File: config.mk
export PLATFORM = sky130hd
export DESIGN_NAME = dma_req_arbiter
export DESIGN_NICKNAME = d
export VERILOG_FILES = /design/src/rtl/dma_arb_pkg.sv /design/src/rtl/dma_attr_reg.sv /design/src/rtl/dma_prio_pick.sv /design/src/rtl/dma_chan_cfg.sv /design/src/rtl/dma_req_arbiter.sv
export SDC_FILE = /design/constraint.sdc
export NUM_CORES = 1
export LEC_CHECK = 0
export BUFFER_PORTS_ARGS = -buffer_cell sky130_fd_sc_hd__buf_2
export CORE_MARGIN = 2
export CORE_UTILIZATION = 50
export DETAILED_ROUTE_END_ITERATION = 10
export PLACE_DENSITY = 0.7
export SLEW_MARGIN = 10
export SYNTH_ARGS = -nofsm -noshare
export SYNTH_HDL_FRONTEND = slang
export SYNTH_SLANG_ARGS = --single-unit
File: constraint.sdc
create_clock -name clk_i -period 7.5 [get_ports clk_i]
set_input_delay 1.5 -clock clk_i [delete_from_list [all_inputs] [get_ports clk_i]]
set_output_delay 1.5 -clock clk_i [all_outputs]
set_load 0.01 [all_outputs]
File: src/rtl/dma_arb_pkg.sv
package dma_arb_pkg;
  localparam int unsigned EXP_W   = 4;
  localparam int unsigned MAX_EXP = 10;
  localparam int unsigned BURST_W = MAX_EXP + 1;

  function automatic logic [EXP_W-1:0] clamp_exp(input logic [EXP_W-1:0] e);
    return (e > EXP_W'(MAX_EXP)) ? EXP_W'(MAX_EXP) : e;
  endfunction
endpackage

File: src/rtl/dma_attr_reg.sv
module dma_attr_reg #(
  parameter int N = 8
) (
  input  logic         clk_i,
  input  logic         rst_ni,
  input  logic [N-1:0] set_i,
  input  logic [N-1:0] clr_i,
  output logic [N-1:0] q_o
);
  for (genvar g = 0; g < N; g++) begin : g_bit
    always_ff @(posedge clk_i or negedge rst_ni) begin
      if (!rst_ni)       q_o[g] <= 1'b0;
      else if (clr_i[g]) q_o[g] <= 1'b0;  // clear dominates
      else if (set_i[g]) q_o[g] <= 1'b1;
    end
  end
endmodule

File: src/rtl/dma_prio_pick.sv
module dma_prio_pick #(
  parameter int N     = 8,
  parameter int IDX_W = 3
) (
  input  logic [N-1:0]     req_i,
  input  logic [N-1:0]     hi_i,
  output logic             vld_o,
  output logic [IDX_W-1:0] idx_o
);
  logic [N-1:0] hi_req, pool;

  assign hi_req = req_i & hi_i;
  assign pool   = (|hi_req) ? hi_req : req_i;
  assign vld_o  = |pool;

  always_comb begin
    idx_o = '0;
    for (int i = N - 1; i >= 0; i--) begin
      if (pool[i]) idx_o = IDX_W'(i);
    end
  end
endmodule

File: src/rtl/dma_chan_cfg.sv
module dma_chan_cfg
  import dma_arb_pkg::*;
#(
  parameter int N     = 8,
  parameter int IDX_W = 3,
  parameter int CNT_W = 11
) (
  input  logic             clk_i,
  input  logic             rst_ni,
  input  logic             wr_i,
  input  logic [IDX_W-1:0] wr_ch_i,
  input  logic [EXP_W-1:0] wr_exp_i,
  input  logic [CNT_W-1:0] wr_cnt_i,
  input  logic             dec_i,
  input  logic [IDX_W-1:0] dec_ch_i,
  input  logic [IDX_W-1:0] rd_ch_i,
  output logic [EXP_W-1:0] rd_exp_o,
  output logic [CNT_W-1:0] rd_rem_o,
  output logic [N-1:0]     rem_nz_o
);
  logic [EXP_W-1:0] exp_q [N];
  logic [CNT_W-1:0] rem_q [N];

  for (genvar g = 0; g < N; g++) begin : g_ch
    always_ff @(posedge clk_i or negedge rst_ni) begin
      if (!rst_ni) begin
        exp_q[g] <= '0;
        rem_q[g] <= '0;
      end else if (wr_i && wr_ch_i == IDX_W'(g)) begin
        exp_q[g] <= wr_exp_i;
        rem_q[g] <= wr_cnt_i;
      end else if (dec_i && dec_ch_i == IDX_W'(g) && rem_q[g] != '0) begin
        rem_q[g] <= rem_q[g] - CNT_W'(1);
      end
    end
    assign rem_nz_o[g] = (rem_q[g] != '0);
  end

  assign rd_exp_o = exp_q[rd_ch_i];
  assign rd_rem_o = rem_q[rd_ch_i];
endmodule

File: src/rtl/dma_req_arbiter.sv
module dma_req_arbiter
  import dma_arb_pkg::*;
#(
  parameter int N_CH  = 8,
  parameter int CNT_W = 11,
  localparam int IDX_W = (N_CH > 1) ? $clog2(N_CH) : 1
) (
  input  logic             clk_i,
  input  logic             rst_ni,
  input  logic [N_CH-1:0]  en_set_i,
  input  logic [N_CH-1:0]  en_clr_i,
  input  logic [N_CH-1:0]  mask_set_i,
  input  logic [N_CH-1:0]  mask_clr_i,
  input  logic [N_CH-1:0]  prio_set_i,
  input  logic [N_CH-1:0]  prio_clr_i,
  input  logic [N_CH-1:0]  burst_set_i,
  input  logic [N_CH-1:0]  burst_clr_i,
  input  logic             cfg_we_i,
  input  logic [IDX_W-1:0] cfg_ch_i,
  input  logic [3:0]       cfg_exp_i,
  input  logic [CNT_W-1:0] cfg_cnt_i,
  input  logic [N_CH-1:0]  preq_burst_i,
  input  logic [N_CH-1:0]  preq_single_i,
  input  logic [N_CH-1:0]  sw_req_i,
  input  logic             cpu_bus_busy_i,
  output logic [N_CH-1:0]  grant_o,
  output logic             item_stb_o,
  output logic [N_CH-1:0]  done_o
);
  localparam int LEN_W = (CNT_W > int'(BURST_W)) ? CNT_W : int'(BURST_W);

  logic [N_CH-1:0]  en_q, mask_q, prio_q, ub_q, rem_nz, sw_pend_q;
  logic [N_CH-1:0]  en_clr_eff, eligible, own_vec, start_vec, fin_vec;
  logic             own_q, start, stb, last_item, final_item, pick_vld;
  logic [IDX_W-1:0] own_idx_q, pick_idx, rd_ch;
  logic [EXP_W-1:0] rd_exp;
  logic [CNT_W-1:0] rd_rem;
  logic [LEN_W-1:0] burst_left_q, burst_len, rem_ext, first_len;

  dma_attr_reg #(.N(N_CH)) u_en (
    .clk_i(clk_i), .rst_ni(rst_ni), .set_i(en_set_i), .clr_i(en_clr_eff), .q_o(en_q));
  dma_attr_reg #(.N(N_CH)) u_mask (
    .clk_i(clk_i), .rst_ni(rst_ni), .set_i(mask_set_i), .clr_i(mask_clr_i), .q_o(mask_q));
  dma_attr_reg #(.N(N_CH)) u_prio (
    .clk_i(clk_i), .rst_ni(rst_ni), .set_i(prio_set_i), .clr_i(prio_clr_i), .q_o(prio_q));
  dma_attr_reg #(.N(N_CH)) u_ub (
    .clk_i(clk_i), .rst_ni(rst_ni), .set_i(burst_set_i), .clr_i(burst_clr_i), .q_o(ub_q));

  dma_chan_cfg #(.N(N_CH), .IDX_W(IDX_W), .CNT_W(CNT_W)) u_cfg (
    .clk_i    (clk_i),
    .rst_ni   (rst_ni),
    .wr_i     (cfg_we_i),
    .wr_ch_i  (cfg_ch_i),
    .wr_exp_i (cfg_exp_i),
    .wr_cnt_i (cfg_cnt_i),
    .dec_i    (stb),
    .dec_ch_i (own_idx_q),
    .rd_ch_i  (rd_ch),
    .rd_exp_o (rd_exp),
    .rd_rem_o (rd_rem),
    .rem_nz_o (rem_nz)
  );

  // request qualification: mask gates peripheral side, use-burst drops singles
  assign eligible = en_q & rem_nz &
                    (sw_pend_q | (~mask_q & (preq_burst_i | (preq_single_i & ~ub_q))));

  dma_prio_pick #(.N(N_CH), .IDX_W(IDX_W)) u_pick (
    .req_i (eligible),
    .hi_i  (prio_q),
    .vld_o (pick_vld),
    .idx_o (pick_idx)
  );

  assign start      = !own_q && pick_vld;
  assign rd_ch      = own_q ? own_idx_q : pick_idx;
  assign burst_len  = LEN_W'(1) << clamp_exp(rd_exp);
  assign rem_ext    = LEN_W'(rd_rem);
  assign first_len  = (rem_ext < burst_len) ? rem_ext : burst_len;

  assign stb        = own_q && !cpu_bus_busy_i;
  assign last_item  = stb && burst_left_q == LEN_W'(1);
  assign final_item = stb && rd_rem == CNT_W'(1);

  assign own_vec    = N_CH'(1) << own_idx_q;
  assign start_vec  = start ? (N_CH'(1) << pick_idx) : '0;
  assign fin_vec    = final_item ? own_vec : '0;
  assign en_clr_eff = en_clr_i | fin_vec;

  always_ff @(posedge clk_i or negedge rst_ni) begin
    if (!rst_ni) begin
      own_q        <= 1'b0;
      own_idx_q    <= '0;
      burst_left_q <= '0;
      done_o       <= '0;
      sw_pend_q    <= '0;
    end else begin
      done_o    <= fin_vec;
      sw_pend_q <= (sw_pend_q & ~start_vec) | sw_req_i;
      if (start) begin
        own_q        <= 1'b1;
        own_idx_q    <= pick_idx;
        burst_left_q <= first_len;
      end else if (stb) begin
        burst_left_q <= burst_left_q - LEN_W'(1);
        if (last_item) own_q <= 1'b0;
      end
    end
  end

  assign grant_o    = stb ? own_vec : '0;
  assign item_stb_o = stb;
endmodule

# Word level (Yosys, flattened, before mapping)
# Index checks and enable logic that the tools add are counted.
# classes
n_addsub,9
n_eq_ne,16
shifts,3
n_lt_le_gt_ge,3
bitwise,14
n_mux,106
n_reduce_logical,85
# ops
operator,n
11-bit 2-to-1 mux,21
"11-bit by 1-bit subtractor with 11-bit output, second input constant",9
11-bit nonzero test,8
2-bit nonzero test,42
1-bit 2-to-1 mux,67
8-bit AND,6
11-bit binary-select mux with 3-bit select,1
8-bit 2-to-1 mux,4
8-bit OR,4
1-bit logical AND,28
3-bit 2-to-1 mux,9
"3-bit == test, second input constant",8
8-bit inverter,3
"11-bit by 1-bit == test with 1-bit output, second input constant",2
8-bit OR reduction,2
"1-bit by 3-bit << shifter with 8-bit output, first input constant",2
4-bit binary-select mux with 3-bit select,1
"3-bit by 2-bit == test with 1-bit output, second input constant",4
4-bit 2-to-1 mux,3
11-bit less-than comparator,1
"1-bit by 4-bit << shifter with 11-bit output, first input constant",1
"3-bit by 1-bit == test with 1-bit output, second input constant",2
3-bit zero test,2
"4-bit greater-or-equal comparator, second input constant",1
4 further kinds,5
# totals
wordCells,289
register_bits,183
out_inout_bits,17
inputBits,110

# Logic depth before layout (Yosys ltp)
# logic_depth
depth_word,28
mapped_depth,28
ltp_nobuf,25

# By module
# Synthesis repeated with hierarchy kept, for this count alone.
# unflattened
hier_cells,1230
hier_area_um2,11330.9
# by_module_without_submodules
mod,area_per_inst_um2,cells_per_inst,n_inst
dma_chan_cfg,7772.5,865,1
dma_req_arbiter,2207.1,271,1
dma_attr_reg,280.3,16,4
dma_prio_pick,230.2,30,1

# Worst setup path before layout
# Ideal clock, no wire load.
# synth_timing
path_kind,input to register
from,in preq_single_i[4]
to,reg burst_left_q[8]
setup_ns,0.129
path_buffers,3
cell_stages,25
arrival_ns,6.837
setup_slack_ns,0.535
path_cell_list,nor3b_1 -> o31ai_1 -> nor3b_1 -> a2111oi_4 -> a21oi_1 -> o211ai_1 -> o311ai_2 -> a31oi_1 -> buf_4 -> buf_2 -> buf_4 -> mux2_2 -> nor2_1 -> nand2_1 -> ha_1 -> a21o_1 -> a21o_1 -> a21oi_1 -> o21ai_0 -> a211oi_1 -> nand2_1 -> o21ai_1 -> nor3_1 -> a221oi_1 -> a21oi_1
# synth_via
elab_chain_len,27
elab_cells_between_ends,33
classes_between,order compare: 2; shift: 1; mux: 19; bitwise: 7; reduce/logical: 4
# synth_rtl
item,line,rtl
from (decl),dma_req_arbiter.sv:23,"input logic [N_CH-1:0] preq_single_i,"
8-bit AND *,dma_req_arbiter.sv:66,(sw_pend_q | (~mask_q & (preq_burst_i | (preq_single_i & ~ub_q))));
8-bit OR *,dma_req_arbiter.sv:66,
8-bit AND *,dma_req_arbiter.sv:66,
8-bit OR *,dma_req_arbiter.sv:66,
8-bit AND *,dma_req_arbiter.sv:65,assign eligible = en_q & rem_nz &
8-bit AND,dma_prio_pick.sv:12,assign hi_req = req_i & hi_i;
8-bit OR reduction,dma_prio_pick.sv:13,assign pool = (|hi_req) ? hi_req : req_i;
8-bit 2-to-1 mux *,dma_prio_pick.sv:13,
[... 10 more ...],--,
4-bit binary-select mux with 3-bit select,dma_chan_cfg.sv:39,assign rd_exp_o = exp_q[rd_ch_i];
4-bit 2-to-1 mux (not written as such) (2 in a row),dma_chan_cfg.sv:39,
4-bit > comparator,dma_arb_pkg.sv:7,return (e > EXP_W'(MAX_EXP)) ? EXP_W'(MAX_EXP) : e;
4-bit 2-to-1 mux,dma_arb_pkg.sv:7,
1-bit by 4-bit << shifter with 11-bit output,dma_req_arbiter.sv:77,assign burst_len = LEN_W'(1) << clamp_exp(rd_exp);
11-bit less-than comparator,dma_req_arbiter.sv:79,assign first_len = (rem_ext < burst_len) ? rem_ext : burst_len;
11-bit 2-to-1 mux,dma_req_arbiter.sv:79,
11-bit 2-to-1 mux,dma_req_arbiter.sv:100,if (start) begin
to (signal assigned),dma_req_arbiter.sv:103,burst_left_q <= first_len;
to (signal assigned),dma_req_arbiter.sv:105,burst_left_q <= burst_left_q - LEN_W'(1);
to (decl),dma_req_arbiter.sv:38,"logic [LEN_W-1:0] burst_left_q, burst_len, rem_ext, first_len;"
# Mark *: on every way between the ends. The rest lies on a longest branch, timed or not. The select of a mux whose other input is x is not followed.
# A chain may end at the register's enable or synchronous reset.

# Worst setup path in the final report
# layout_timing
from,in preq_single_i[2]
to,reg burst_left_q[1]
# The elaborated chain is that of the path after synthesis.

==> impl_metrics.py <==
metrics = {
    "outcome": {
        "status": "finished clean",
    },
    "detailed_routing": {
        "wl_um": 36970,
        "first_pass_iters": 7,
        "wl_per_cell_um": 20.87,
        "vias": 10610,
        "drt_iter0_drc": 1156,
        "drc": 0,
        "ant_nets": 0,
        "vias_per_cell": 5.991,
    },
    "worst_hold_path": {
        "holdCritStartpoint": "sw_pend_q[5]",
        "hold_depth": 1,
        "holdPathEnd": "sw_pend_q[5]",
        "min_path_type": "flip-flop to flip-flop",
    },
    "timing": {
        "finalSetupTns_ps": 0,
        "hold_violations": 0,
        "rsz0062_at_grt": "no",
        "fin_crit_sh": 0.9118,
        "fmax_ghz": 0.1462,
        "fin_skew_ps": 13.83,
        "relSlewSlack": 0.2857,
        "min_period_ps": 6838,
        "worst_hold_slack_ps": 486.7,
        "tightest_slew_ps": 1066,
        "final-setup-viol-count": 0,
        "slew_violations": 0,
    },
    "synth": {
        "synth_ff_type": "dfrtp_1",
        "syn_avg_cell_area_um2": 8.947,
        "yosysTopAreaCell": "dfrtp_1",
        "ys_top_cells_by_count": "dfrtp_1 (183), nor2_1 (174), nand2_1 (132)",
        "yosys-top-cells-area": "dfrtp_1 (39%), nor2_1 (5.6%), mux2_2 (4.5%)",
        "netlist_area_um2": 11740,
        "yosysMostFrequentCell": "dfrtp_1",
        "synth.distinct_cells": 84,
        "seq_area_frac_synth": 0.3901,
        "ys_ff_latch": 183,
        "synthesis.instances": 1312,
        "synth_top_area_frac": 0.3901,
        "synth_edf_count": 0,
        "yosys_warnings": 0,
        "synthArstFlopShare": 1.000,
        "syn_nets": 1442,
    },
    "global_routing": {
        "antenna_found_initial": 0,
        "grt_pass1_vias": 10112,
        "grt_pass1_wl_um": 57060,
        "groute.usage.overall": 0.3053,
        "grt_overflow": 0,
        "grt_max_degree": 73,
    },
    "floorplanning": {
        "die-area_um2": 24720,
        "die_y_um": 157.2,
        "rows": 56,
        "pin_count": 127,
        "die_w_um": 157.2,
        "core-area_um2": 23260,
        "initial_core_util": 0.5046,
    },
    "critical_path": {
        "path_cells": "buf_2, nor3b_1, o31ai_1, nor2_1, a2111oi_4, a21oi_1, o22ai_2, o2111ai_4, buf_4, a21boi_0, o32ai_1, mux2_2, nor2_1, nand2_1, ha_1, a21o_1, a21o_1, a21oi_1, o21ai_0, a211oi_1, buf_4, and2_1, a21oi_1, o31ai_1",
        "slowest_delay_ps": 590,
        "cp.buffers_inverters": 3,
        "critical_path_class": "primary input to flip-flop",
        "crit_path_end_kind": "flip-flop",
        "crit_top_cell": "a21oi_1",
        "r2r_start": "u_cfg.rem_q[44]",
        "r2r_setup_slack_ps": 740,
        "cp_num_cells": 24,
        "r2r-end": "burst_left_q[1]",
        "worstPathRequired_ps": 7830,
        "cpLargestDelayFamily": "compound AO/OA/AOI/OAI gates",
        "critPathSlowestCell": "a2111oi_4",
        "worst-r2r-cell-count": 26,
        "cp-start-kind": "primary input",
        "cp_max_fo": 24,
        "cp.arrival_ps": 7170,
    },
    "place": {
        "routabilityCongestion": 0.9768,
        "dp_hpwl_um": 27740,
        "port_buffers": 126,
    },
    "final_layout": {
        "antenna_cells": 0,
        "drive_gt1_frac": 0.2107,
        "nets": 1570,
        "nFillCells": 2089,
        "area_delta_synth_final_pct": 14.91,
    },
    "cts": {
        "cts_tree": "built",
        "clkTransAtPathRegs_ps": 70,
        "post_cts_buffers": 0,
        "clockRootBuffer": "clkbuf_16",
        "holdBufCountCts": 0,
        "htreeDepth": 4,
        "clkLatencyLatePin_ps": 440,
        "cts_buffers": 17,
        "cts_resized": 0,
        "clockBufferDepth": 2,
        "cts.sinks": 183,
    },
    "power": {
        "powerDensity_nw_per_um2": 312.9,
        "vdd_ir_drop_max_mv": 0.1693,
        "leakage_nw": 5.701,
    },
    "job": {
        "maxCapViolCount": 0,
    },
}
[worst max-delay path by stage]
stage                                  end             start  slack, ps
after floorplan            burst_left_q[8]  preq_single_i[4]        530
after global placement    burst_left_q[10]  preq_single_i[5]        440
after detailed placement   burst_left_q[1]  preq_single_i[5]        240
after CTS                  burst_left_q[1]  preq_single_i[5]        680
after global routing       burst_left_q[1]  preq_single_i[2]          8
final                      burst_left_q[1]  preq_single_i[2]        660
[final cells by class]
cell class,instances,area [um2],share of cell area
Multi-Input combinational cell,1002,6670,0.4945
Tap cell,319,399.1,0.02959
Clock inverter,11,116.4,0.008626
Timing Repair Buffer,180,1057,0.07838
Inverter,56,210.2,0.01558
Sequential cell,183,4579,0.3395
Clock buffer,20,456.7,0.03386
[power breakdown]
part / switching (W) / internal [W]
combinational: 0.000996 / 0.000773
clock: 0.000416 / 0.000481
sequential: 0.000337 / 0.00122
total: 0.00175 / 0.00247
[stage by stage]
step / instances / util / total power, W / setup slack [ps] / area [um2]
2_1_floorplan: 1312 / - / 0.002671 / 534.8 / 11740
3_3_place_gp: 1740 / 0.5552 / 0.003257 / 438.7 / 12920
3_5_place_dp: 1740 / 0.5552 / 0.003286 / 240.0 / 12920
4_1_cts: 1771 / 0.5799 / 0.004191 / 682.2 / 13490
5_1_grt: 1771 / 0.5799 / 0.004479 / 8.191 / 13490
6_report: 1771 / 0.5799 / 0.004220 / 661.7 / 13490
[cell usage in the layout, fill, tap and decap left out, drive strengths merged, types with 8 or more instances in the layout]
| cell type | count |
|---|---|
| o211ai | 19 |
| o32ai | 8 |
| nor2b | 9 |
| a21oi | 69 |
| and3 | 8 |
| nor3 | 37 |
| o22ai | 10 |
| o21ai | 79 |
| xnor2 | 52 |
| o311ai | 9 |
| dfrtp | 183 |
| mux2 | 47 |
| ha | 20 |
| a21o | 10 |
| or2 | 11 |
| mux4 | 8 |
| a31oi | 8 |
| o31ai | 13 |
| a21boi | 16 |
| nand4 | 11 |
| nor3b | 14 |
| o41a | 8 |
| o221ai | 8 |
| nor4 | 21 |
| clkbuf | 21 |
| nand2b | 16 |
| buf | 179 |
| nand2 | 133 |
| xor2 | 23 |
| a311oi | 8 |
| a211oi | 12 |
| and2 | 13 |
| inv | 59 |
| mux2i | 24 |
| nand3 | 29 |
| nor2 | 174 |
| o211a | 11 |
[flip-flops by register name (all words and copies together) (netlist names)]
| signal | cells |
|---|---|
| u_en.q_o | 8 |
| u_prio.q_o | 8 |
| done_o | 8 |
| u_cfg.rem_q | 88 |
| u_cfg.exp_q | 32 |
| u_ub.q_o | 8 |
| burst_left_q | 11 |
| u_mask.q_o | 8 |
| sw_pend_q | 8 |
| own_idx_q | 3 |
| own_q | 1 |
[layer usage]
metal  part of all wire  up-vias  GRT usage
li1                   -     4985          -
met1               0.44     5068     0.4331
met3              0.089       71    0.06140
met5                  0        -          0
met4              0.031        0     0.1100
met2               0.44      486     0.4645
[cell families after synthesis]
| kind of cell | share of synthesized area |
|---|---|
| buffers and inverters | 0.04381 |
| AO/OA/AOI/OAI | 0.1995 |
| flip-flops | 0.3901 |
| multiplexers | 0.08229 |
| adder cells (fa/ha/maj) | 0.02132 |
| XOR/XNOR | 0.05596 |
| AND/OR/NAND/NOR | 0.2070 |
(Power assumes the default switching activity.)
